## src/rtl/xlat_pkg.sv

```systemverilog
package xlat_pkg;
  // widest slot number the strobe can carry; ENTRIES must not exceed 2**SLOT_W
  localparam int SLOT_W = 8;

  typedef enum logic [1:0] {
    CMD_IDLE      = 2'd0,
    CMD_FILL_IDX  = 2'd1,
    CMD_FILL_RND  = 2'd2,
    CMD_LOAD_IDX  = 2'd3
  } fill_cmd_e;

  // strobes from control to datapath
  typedef struct packed {
    logic              fill;
    logic [SLOT_W-1:0] slot;
    logic              clear;
    logic              look;
  } xlat_stb_t;
endpackage

```

## src/rtl/xlat_ctrl.sv

```systemverilog
module xlat_ctrl
  import xlat_pkg::*;
#(
  parameter int ENTRIES = 32,
  parameter int WIRED   = 4,
  localparam int IDX_W  = $clog2(ENTRIES)
) (
  input  logic             clk,
  input  logic             rstN,
  input  logic             flush,
  input  logic             lkReq,
  input  logic [1:0]       wrCmd,
  input  logic [IDX_W-1:0] wrIndex,
  output xlat_stb_t        stb,
  output logic [IDX_W-1:0] curRandom
);
  localparam logic [IDX_W-1:0] TOP_IDX = IDX_W'(ENTRIES - 1);
  localparam logic [IDX_W-1:0] LOW_IDX = IDX_W'(WIRED);

  fill_cmd_e        cmd;
  logic [IDX_W-1:0] randReg;
  logic [IDX_W-1:0] idxReg;

  assign cmd = fill_cmd_e'(wrCmd);

  // free-running victim pointer, confined to the non-wired slots
  always_ff @(posedge clk or negedge rstN) begin
    if (!rstN)                randReg <= TOP_IDX;
    else if (randReg == LOW_IDX) randReg <= TOP_IDX;
    else                      randReg <= randReg - 1'b1;
  end

  always_ff @(posedge clk or negedge rstN) begin
    if (!rstN)                    idxReg <= '0;
    else if (cmd == CMD_LOAD_IDX) idxReg <= wrIndex;
  end

  always_comb begin
    stb       = '0;
    stb.clear = flush;
    stb.look  = lkReq;
    stb.fill  = (cmd == CMD_FILL_IDX) || (cmd == CMD_FILL_RND);
    stb.slot  = (cmd == CMD_FILL_RND) ? SLOT_W'(randReg) : SLOT_W'(idxReg);
  end

  assign curRandom = randReg;


  rand_range_chk: assert property (@(posedge clk) disable iff (!rstN)
    (randReg >= LOW_IDX) && (randReg <= TOP_IDX));


  rand_step_chk: assert property (@(posedge clk) disable iff (!rstN)
    (randReg != LOW_IDX) |=> (randReg == $past(randReg) - 1'b1));


  idx_hold_chk: assert property (@(posedge clk) disable iff (!rstN)
    (cmd != CMD_LOAD_IDX) |=> $stable(idxReg));
endmodule

```

## src/rtl/xlat_store.sv

```systemverilog
module xlat_store
  import xlat_pkg::*;
#(
  parameter int ENTRIES  = 32,
  parameter int VA_W     = 32,
  parameter int PG_SHIFT = 12,
  parameter int ASID_W   = 8,
  parameter int PPN_W    = 20,
  parameter int MASK_W   = 12,
  localparam int IDX_W   = $clog2(ENTRIES),
  localparam int VPN_W   = VA_W - PG_SHIFT,
  localparam int PA_W    = PPN_W + PG_SHIFT
) (
  input  logic              clk,
  input  logic              rstN,
  input  xlat_stb_t         stb,
  input  logic [VA_W-1:0]   lkVaddr,
  input  logic [ASID_W-1:0] lkAsid,
  input  logic              lkWrite,
  input  logic [VPN_W-1:0]  wrVpn,
  input  logic [ASID_W-1:0] wrAsid,
  input  logic [PPN_W-1:0]  wrPpn,
  input  logic [MASK_W-1:0] wrMask,
  input  logic              wrValid,
  input  logic              wrDirty,
  input  logic [IDX_W-1:0]  rdIdx,
  output logic              rdValid,
  output logic              rdRef,
  output logic              lkHit,
  output logic              lkMiss,
  output logic              lkModExc,
  output logic              lkMultiHit,
  output logic [PA_W-1:0]   lkPaddr
);
  logic [VPN_W-1:0]  entVpn   [ENTRIES];
  logic [ASID_W-1:0] entAsid  [ENTRIES];
  logic [PPN_W-1:0]  entPpn   [ENTRIES];
  logic [MASK_W-1:0] entMask  [ENTRIES];
  logic              entDirty [ENTRIES];
  logic              entValid [ENTRIES];
  logic              entRef   [ENTRIES];
  logic [VPN_W-1:0]  cmpMask  [ENTRIES];

  logic [ENTRIES-1:0] matchVec;
  logic [ENTRIES-1:0] validVec;
  logic [ENTRIES-1:0] refVec;
  logic [VPN_W-1:0]   vaVpn;
  logic [IDX_W-1:0]   hitIdx;
  logic               anyMatch;
  logic               manyMatch;
  logic               cleanWrite;
  logic               hitNow;
  logic [PA_W-1:0]    paNow;

  assign vaVpn = lkVaddr[VA_W-1:PG_SHIFT];

  for (genvar g = 0; g < ENTRIES; g++) begin : g_slot
    logic fillHere;
    assign fillHere = stb.fill && (stb.slot == SLOT_W'(g));

    // tag and payload, no reset needed
    always_ff @(posedge clk) begin
      if (fillHere) begin
        entVpn[g]   <= wrVpn;
        entAsid[g]  <= wrAsid;
        entPpn[g]   <= wrPpn;
        entMask[g]  <= wrMask;
        entDirty[g] <= wrDirty;
      end
    end

    always_ff @(posedge clk or negedge rstN) begin
      if (!rstN) begin
        entValid[g] <= 1'b0;
        entRef[g]   <= 1'b0;
      end else if (stb.clear) begin
        entValid[g] <= 1'b0;
        entRef[g]   <= 1'b0;
      end else if (fillHere) begin
        entValid[g] <= wrValid;
        entRef[g]   <= 1'b0;
      end else if (stb.look && hitNow && (hitIdx == IDX_W'(g))) begin
        entRef[g]   <= 1'b1;
      end
    end

    // offset bits covered by the page size drop out of the compare
    assign cmpMask[g]  = ~{{(VPN_W-MASK_W){1'b0}}, entMask[g]};
    assign matchVec[g] = entValid[g] && (entAsid[g] == lkAsid) &&
                         (((entVpn[g] ^ vaVpn) & cmpMask[g]) == '0);
    assign validVec[g] = entValid[g];
    assign refVec[g]   = entRef[g];
  end

  // lowest-numbered match wins
  always_comb begin
    hitIdx = '0;
    for (int i = ENTRIES - 1; i >= 0; i--) begin
      if (matchVec[i]) hitIdx = IDX_W'(i);
    end
  end

  assign anyMatch   = |matchVec;
  assign manyMatch  = (matchVec & (matchVec - 1'b1)) != '0;
  assign cleanWrite = lkWrite && !entDirty[hitIdx];
  assign hitNow     = anyMatch && !cleanWrite;

  // splice page-size bits of the virtual address into the frame number
  always_comb begin
    logic [PPN_W-1:0]  selPpn;
    logic [MASK_W-1:0] selMask;
    logic [MASK_W-1:0] vaLow;
    selPpn  = entPpn[hitIdx];
    selMask = entMask[hitIdx];
    vaLow   = lkVaddr[PG_SHIFT +: MASK_W];
    paNow   = {selPpn[PPN_W-1:MASK_W],
               (selPpn[MASK_W-1:0] & ~selMask) | (vaLow & selMask),
               lkVaddr[PG_SHIFT-1:0]};
  end

  always_ff @(posedge clk or negedge rstN) begin
    if (!rstN) begin
      lkHit      <= 1'b0;
      lkMiss     <= 1'b0;
      lkModExc   <= 1'b0;
      lkMultiHit <= 1'b0;
      lkPaddr    <= '0;
    end else begin
      lkHit      <= stb.look && hitNow;
      lkMiss     <= stb.look && !anyMatch;
      lkModExc   <= stb.look && anyMatch && cleanWrite;
      lkMultiHit <= stb.look && manyMatch;
      if (stb.look) lkPaddr <= paNow;
    end
  end

  assign rdValid = entValid[rdIdx];
  assign rdRef   = entRef[rdIdx];


  flush_clear_chk: assert property (@(posedge clk) disable iff (!rstN)
    stb.clear |=> (validVec == '0));


  one_result_chk: assert property (@(posedge clk) disable iff (!rstN)
    stb.look |=> $onehot({lkHit, lkMiss, lkModExc}));


  no_idle_result_chk: assert property (@(posedge clk) disable iff (!rstN)
    !stb.look |=> !(lkHit || lkMiss || lkModExc || lkMultiHit));


  multi_needs_match_chk: assert property (@(posedge clk) disable iff (!rstN)
    lkMultiHit |-> (lkHit || lkModExc));


  ref_after_hit_chk: assert property (@(posedge clk) disable iff (!rstN)
    (stb.look && hitNow && !stb.clear && !stb.fill) |=> (refVec != '0));
endmodule

```

## src/rtl/xlat_cache.sv

```systemverilog
module xlat_cache
  import xlat_pkg::*;
#(
  parameter int ENTRIES  = 32,
  parameter int WIRED    = 4,
  parameter int VA_W     = 32,
  parameter int PG_SHIFT = 12,
  parameter int ASID_W   = 8,
  parameter int PPN_W    = 20,
  parameter int MASK_W   = 12,
  localparam int IDX_W   = $clog2(ENTRIES),
  localparam int VPN_W   = VA_W - PG_SHIFT,
  localparam int PA_W    = PPN_W + PG_SHIFT
) (
  input  logic              clk,
  input  logic              rstN,
  input  logic              flush,
  input  logic              lkReq,
  input  logic [VA_W-1:0]   lkVaddr,
  input  logic [ASID_W-1:0] lkAsid,
  input  logic              lkWrite,
  output logic              lkHit,
  output logic              lkMiss,
  output logic              lkModExc,
  output logic              lkMultiHit,
  output logic [PA_W-1:0]   lkPaddr,
  input  logic [1:0]        wrCmd,
  input  logic [IDX_W-1:0]  wrIndex,
  input  logic [VPN_W-1:0]  wrVpn,
  input  logic [ASID_W-1:0] wrAsid,
  input  logic [PPN_W-1:0]  wrPpn,
  input  logic [MASK_W-1:0] wrMask,
  input  logic              wrValid,
  input  logic              wrDirty,
  input  logic [IDX_W-1:0]  rdIdx,
  output logic              rdValid,
  output logic              rdRef,
  output logic [IDX_W-1:0]  curRandom
);
  xlat_stb_t stb;

  xlat_ctrl #(
    .ENTRIES (ENTRIES),
    .WIRED   (WIRED)
  ) ctrl_i (
    .clk       (clk),
    .rstN      (rstN),
    .flush     (flush),
    .lkReq     (lkReq),
    .wrCmd     (wrCmd),
    .wrIndex   (wrIndex),
    .stb       (stb),
    .curRandom (curRandom)
  );

  xlat_store #(
    .ENTRIES  (ENTRIES),
    .VA_W     (VA_W),
    .PG_SHIFT (PG_SHIFT),
    .ASID_W   (ASID_W),
    .PPN_W    (PPN_W),
    .MASK_W   (MASK_W)
  ) store_i (
    .clk        (clk),
    .rstN       (rstN),
    .stb        (stb),
    .lkVaddr    (lkVaddr),
    .lkAsid     (lkAsid),
    .lkWrite    (lkWrite),
    .wrVpn      (wrVpn),
    .wrAsid     (wrAsid),
    .wrPpn      (wrPpn),
    .wrMask     (wrMask),
    .wrValid    (wrValid),
    .wrDirty    (wrDirty),
    .rdIdx      (rdIdx),
    .rdValid    (rdValid),
    .rdRef      (rdRef),
    .lkHit      (lkHit),
    .lkMiss     (lkMiss),
    .lkModExc   (lkModExc),
    .lkMultiHit (lkMultiHit),
    .lkPaddr    (lkPaddr)
  );
endmodule

```

## config.mk

```make
export PLATFORM = sky130hd
export DESIGN_NAME = xlat_cache
export DESIGN_NICKNAME = d
export VERILOG_FILES = /design/src/rtl/xlat_pkg.sv /design/src/rtl/xlat_ctrl.sv /design/src/rtl/xlat_store.sv /design/src/rtl/xlat_cache.sv
export SDC_FILE = /design/constraint.sdc
export NUM_CORES = 2
export LEC_CHECK = 0
export ABC_AREA = 1
export BUFFER_PORTS_ARGS = -buffer_cell sky130_fd_sc_hd__buf_2
export CORE_MARGIN = 2
export CORE_UTILIZATION = 45
export CTS_BUF_LIST = sky130_fd_sc_hd__clkbuf_4
export DETAILED_ROUTE_END_ITERATION = 12
export PLACE_DENSITY = 0.64
export SYNTH_ARGS = -nofsm -noshare
export SYNTH_HDL_FRONTEND = slang
export SYNTH_SLANG_ARGS = --single-unit
```

## constraint.sdc

```tcl
create_clock -name clk -period 11.1 [get_ports clk]
set_clock_uncertainty 0.15 [all_clocks]
set_input_delay 1.11 -clock clk [delete_from_list [all_inputs] [get_ports clk]]
set_output_delay 1.11 -clock clk [all_outputs]
set_load 0.01 [all_outputs]
```

==> impl_metrics.json <==
{
  "syn-cell-area_sq_mm": 0.08721,
  "rr_worst_depth": 38,
  "drt-wirelength-per-cell_um": 27.88,
  "ff_latch_area_sq_mm": 0.06138,
  "synthMuxAreaShare_pct": 0.06456,
  "min_from": "wrPpn[4]",
  "postSynthCellCount": 7179,
  "gr-usage-met1_pct": 38.74,
  "cpMaxStageDelayCell": "nor3_1",
  "synth_ff_type": "edfxtp_1",
  "min_path_type": "in -> reg",
  "fmax_mhz": 134.2,
  "synth_edf_count": 1952,
  "synth-simple-area-share_pct": 15.76,
  "rsz0062_at_grt": "false",
  "path_class": "in -> reg",
  "final_area_sq_mm": 0.09752,
  "die_height_um": 444.2,
  "grt_pass1_wl_um": 415800,
  "viasPerCell": 5.904,
  "route.vias.total": 62673,
  "synth-seq-cells": 2062,
  "min_period_over_period_pct": 67.14,
  "p_leak_nw": 34.24,
  "die_x_um": 444.2,
  "fin_util_pct": 50.64,
  "drc": 0,
  "ys_warn_count": 0,
  "ctsHoldBuffers": 37,
  "startpoint_type": "input pin",
  "setup_viol": 0,
  "min_delay_path_depth": 1,
  "cts_root_buf": "clkbuf_4",
  "endpoint_kind": "flip-flop",
  "grt-busiest-layer": "met2",
  "ant_nets": 0,
  "tns_ns": 0,
  "timing.rr.start": "store_i.entValid[10]$_DFFE_PN0N_",
  "synth_compound_area_share_pct": 5.858,
  "multi_input_area_sq_mm": 0.02261,
  "critPathRequiredTime_ns": 12.23,
  "synth_area_per_cell_sq_um": 12.15,
  "grt_util_all_layers_pct": 29.36,
  "hpwl_um": 171300,
  "ff2ff_setup_slack_ns": 3.97,
  "drive_above_1_share_pct": 16.25,
  "crit_path_frequent_cell": "nand2_1",
  "antenna_found_initial": 19,
  "grtUsageMet3_pct": 6.565,
  "syn_to_final_growth_pct": 11.82,
  "rr_endpoint": "store_i.lkPaddr[18]$_DFFE_PN0P_",
  "fill_cells": 16788,
  "cp_num_cells": 26,
  "gp_congestion": 0.9374,
  "cts_tree": "built",
  "async_flop_share_pct": 5.335,
  "final-hold-violation-count": 0,
  "dpl_cell_area_sq_mm": 0.09048,
  "io_buffers": 161,
  "initial_core_util_pct": 45.29,
  "worstMarginPinSlew_ns": 1.349,
  "clk_latency_ns": 1.39,
  "grt_use_met2_pct": 45.91,
  "cts.path.max_buffers": 4,
  "slew_viol_final": 0,
  "gr-total-overflow": 0,
  "clkTransAtPathRegs_ns": 0.07,
  "synth_xor_area_share_pct": 3.877,
  "powerDensity_mw_per_mm2": 165.5,
  "cts_setup_buffers": 0,
  "layout_common_cells": "1997 x nand2_1, 1952 x edfxtp_1, 804 x clkbuf_4",
  "min_to": "store_i.entPpn[26][4]$_DFFE_PP_",
  "ir_worst_vdd_mv": 0.1013,
  "path_max_fanout": 111,
  "critical_path.top_delay_family": "simple AND/OR/NAND/NOR gates",
  "synth_top_family_by_area": "simple AND/OR/NAND/NOR gates",
  "post-route-min-period_ns": 7.452,
  "final_common_cell": "nand2_1",
  "cp.arrival_ns": 8.58,
  "synthAdderAreaFrac_pct": 0.04304,
  "grt_max_degree": 112,
  "finalWirelength_um": 296000,
  "status": "complete, no violations",
  "ys_types": 72,
  "post_cts_resized": 0,
  "seq_area_frac_synth_pct": 70.38,
  "cts_max_level": 6,
  "crit_buf_inv": 6,
  "cts_buffers": 545,
  "drt_iter0_drc": 9087,
  "grt_pass1_vias": 59742,
  "ioPinCount": 162,
  "drt-pass1-iter-count": 9,
  "fp.dieArea_sq_mm": 0.1973,
  "nNetsFinal": 7833,
  "maxCapViolations": 0,
  "fp-row-count": 161,
  "worst_path_largest_cell_delay_ns": 1.07,
  "relSlewSlack_pct": 9.387,
  "synth_nets": 7301,
  "cts.sinks": 2062,
  "core-area_sq_mm": 0.1926
}
worst reg2reg max path, delay by kind of cell (launching register included):
kind,cells,cell delay [ns]
and+or+nand+nor,35,4.64
AOI/OAI and AO/OA,2,1.10
DFF,1,0.63
buffers and inverters,1,0.48
cells in the mapped netlist (4+ instances only):
cell	number	area share [%]
o22ai_1	104	0.75
nor3_1	30	0.17
a21oi_1	187	1.1
nand3_1	170	0.98
nor3b_1	4	0.034
edfxtp_1	1952	67
a21oi_2	14	0.14
buf_8	4	0.069
nor4_1	33	0.24
o21ai_1	15	0.086
mux2_2	5	0.065
or2_2	52	0.37
a211oi_1	34	0.29
inv_1	367	1.6
dfstp_2	5	0.15
nand3b_1	28	0.24
inv_2	17	0.073
a221oi_1	34	0.34
a31oi_1	8	0.057
buf_4	80	0.69
a22o_1	24	0.24
a2111oi_0	12	0.12
buf_2	150	0.86
or4_1	14	0.12
o21ai_0	279	1.6
nor2_1	475	2.0
dfrtp_1	105	3.0
o2111ai_1	38	0.38
clkbuf_1	56	0.24
nand4_1	315	2.3
inv_4	5	0.036
xor2_1	55	0.55
nor4_2	4	0.057
buf_6	33	0.43
nand3_2	32	0.37
buf_1	7	0.030
o211ai_1	9	0.077
nand2_1	1997	8.6
xnor2_1	331	3.3
o221ai_1	49	0.49
stage by stage:
stage | power, mW | setup WS [ns] | std cells | hold slack [ns]
2_1_floorplan | 9.277 | 5.607 | 7179 | 0.3125
3_3_place_gp | 9.714 | 2.561 | 9653 | 0.3004
3_5_place_dp | 9.727 | 2.626 | 9653 | 0.3076
4_1_cts | 16.18 | 4.106 | 10599 | 0.00009448
5_1_grt | 16.66 | 3.463 | 10610 | 0.08804
6_report | 16.14 | 3.648 | 10615 | 0.1293
flip-flops by register name, summed over array words and instances (netlist names):
register and count:
store_i.entRef 32, ctrl_i.idxReg 5, store_i.lkMiss 1, store_i.lkModExc 1, store_i.entAsid 256, store_i.lkMultiHit 1
store_i.entPpn 640, store_i.entDirty 32, store_i.lkPaddr 32, store_i.entMask 384, ctrl_i.curRandom 5, store_i.entValid 32
store_i.lkHit 1, store_i.entVpn 640
power by group:
part / internal (mW) / switching, mW / leakage, nW / total (mW)
registers: 8.67 / 0.0641 / 19.0 / 8.73
clock network: 3.46 / 3.09 / 4.02 / 6.54
logic: 0.193 / 0.669 / 11.2 / 0.862
total: 12.3 / 3.82 / 34.2 / 16.1
how the worst max path moves through the flow:
stage / startpoint / end / slack (ns)
finish: lkVaddr[29] / store_i.lkPaddr[18]$_DFFE_PN0P_ / 3.65
global route: lkVaddr[20] / store_i.lkPaddr[18]$_DFFE_PN0P_ / 3.46
CTS: lkVaddr[20] / store_i.lkPaddr[21]$_DFFE_PN0P_ / 4.11
detailed placement: lkVaddr[20] / store_i.lkPaddr[21]$_DFFE_PN0P_ / 2.63
global placement: lkVaddr[20] / store_i.lkPaddr[18]$_DFFE_PN0P_ / 2.56
floorplan: wrCmd[0] / store_i.entAsid[0][112]$_DFFE_PP_ / 5.61
kinds of logic after synthesis:
group	count (synthesis)
and+or+nand+nor	3176
DFF	2062
AOI/OAI and AO/OA	825
buffers and inverters	722
xor gates and xnor gates	386
muxes	5
adders and majority gates	3
layer usage:
metal / vias to the layer above / part of all wire [%]
met3: 712 / 12
met5: - / 0.029
li1: 26841 / -
met2: 4252 / 46
met4: 8 / 5.1
met1: 30860 / 38
cell type report:
cell class | instances | area share (%)
clock buffers | 804 | 6.189
flip-flops and latches | 2062 | 62.94
well taps | 2526 | 3.241
inverters | 391 | 1.526
repair buffers | 316 | 2.275
multi-input cells | 4395 | 23.18
clock inverters | 105 | 0.6082
diodes | 16 | 0.04106
Note: power is estimated with default switching activity, not from simulation.
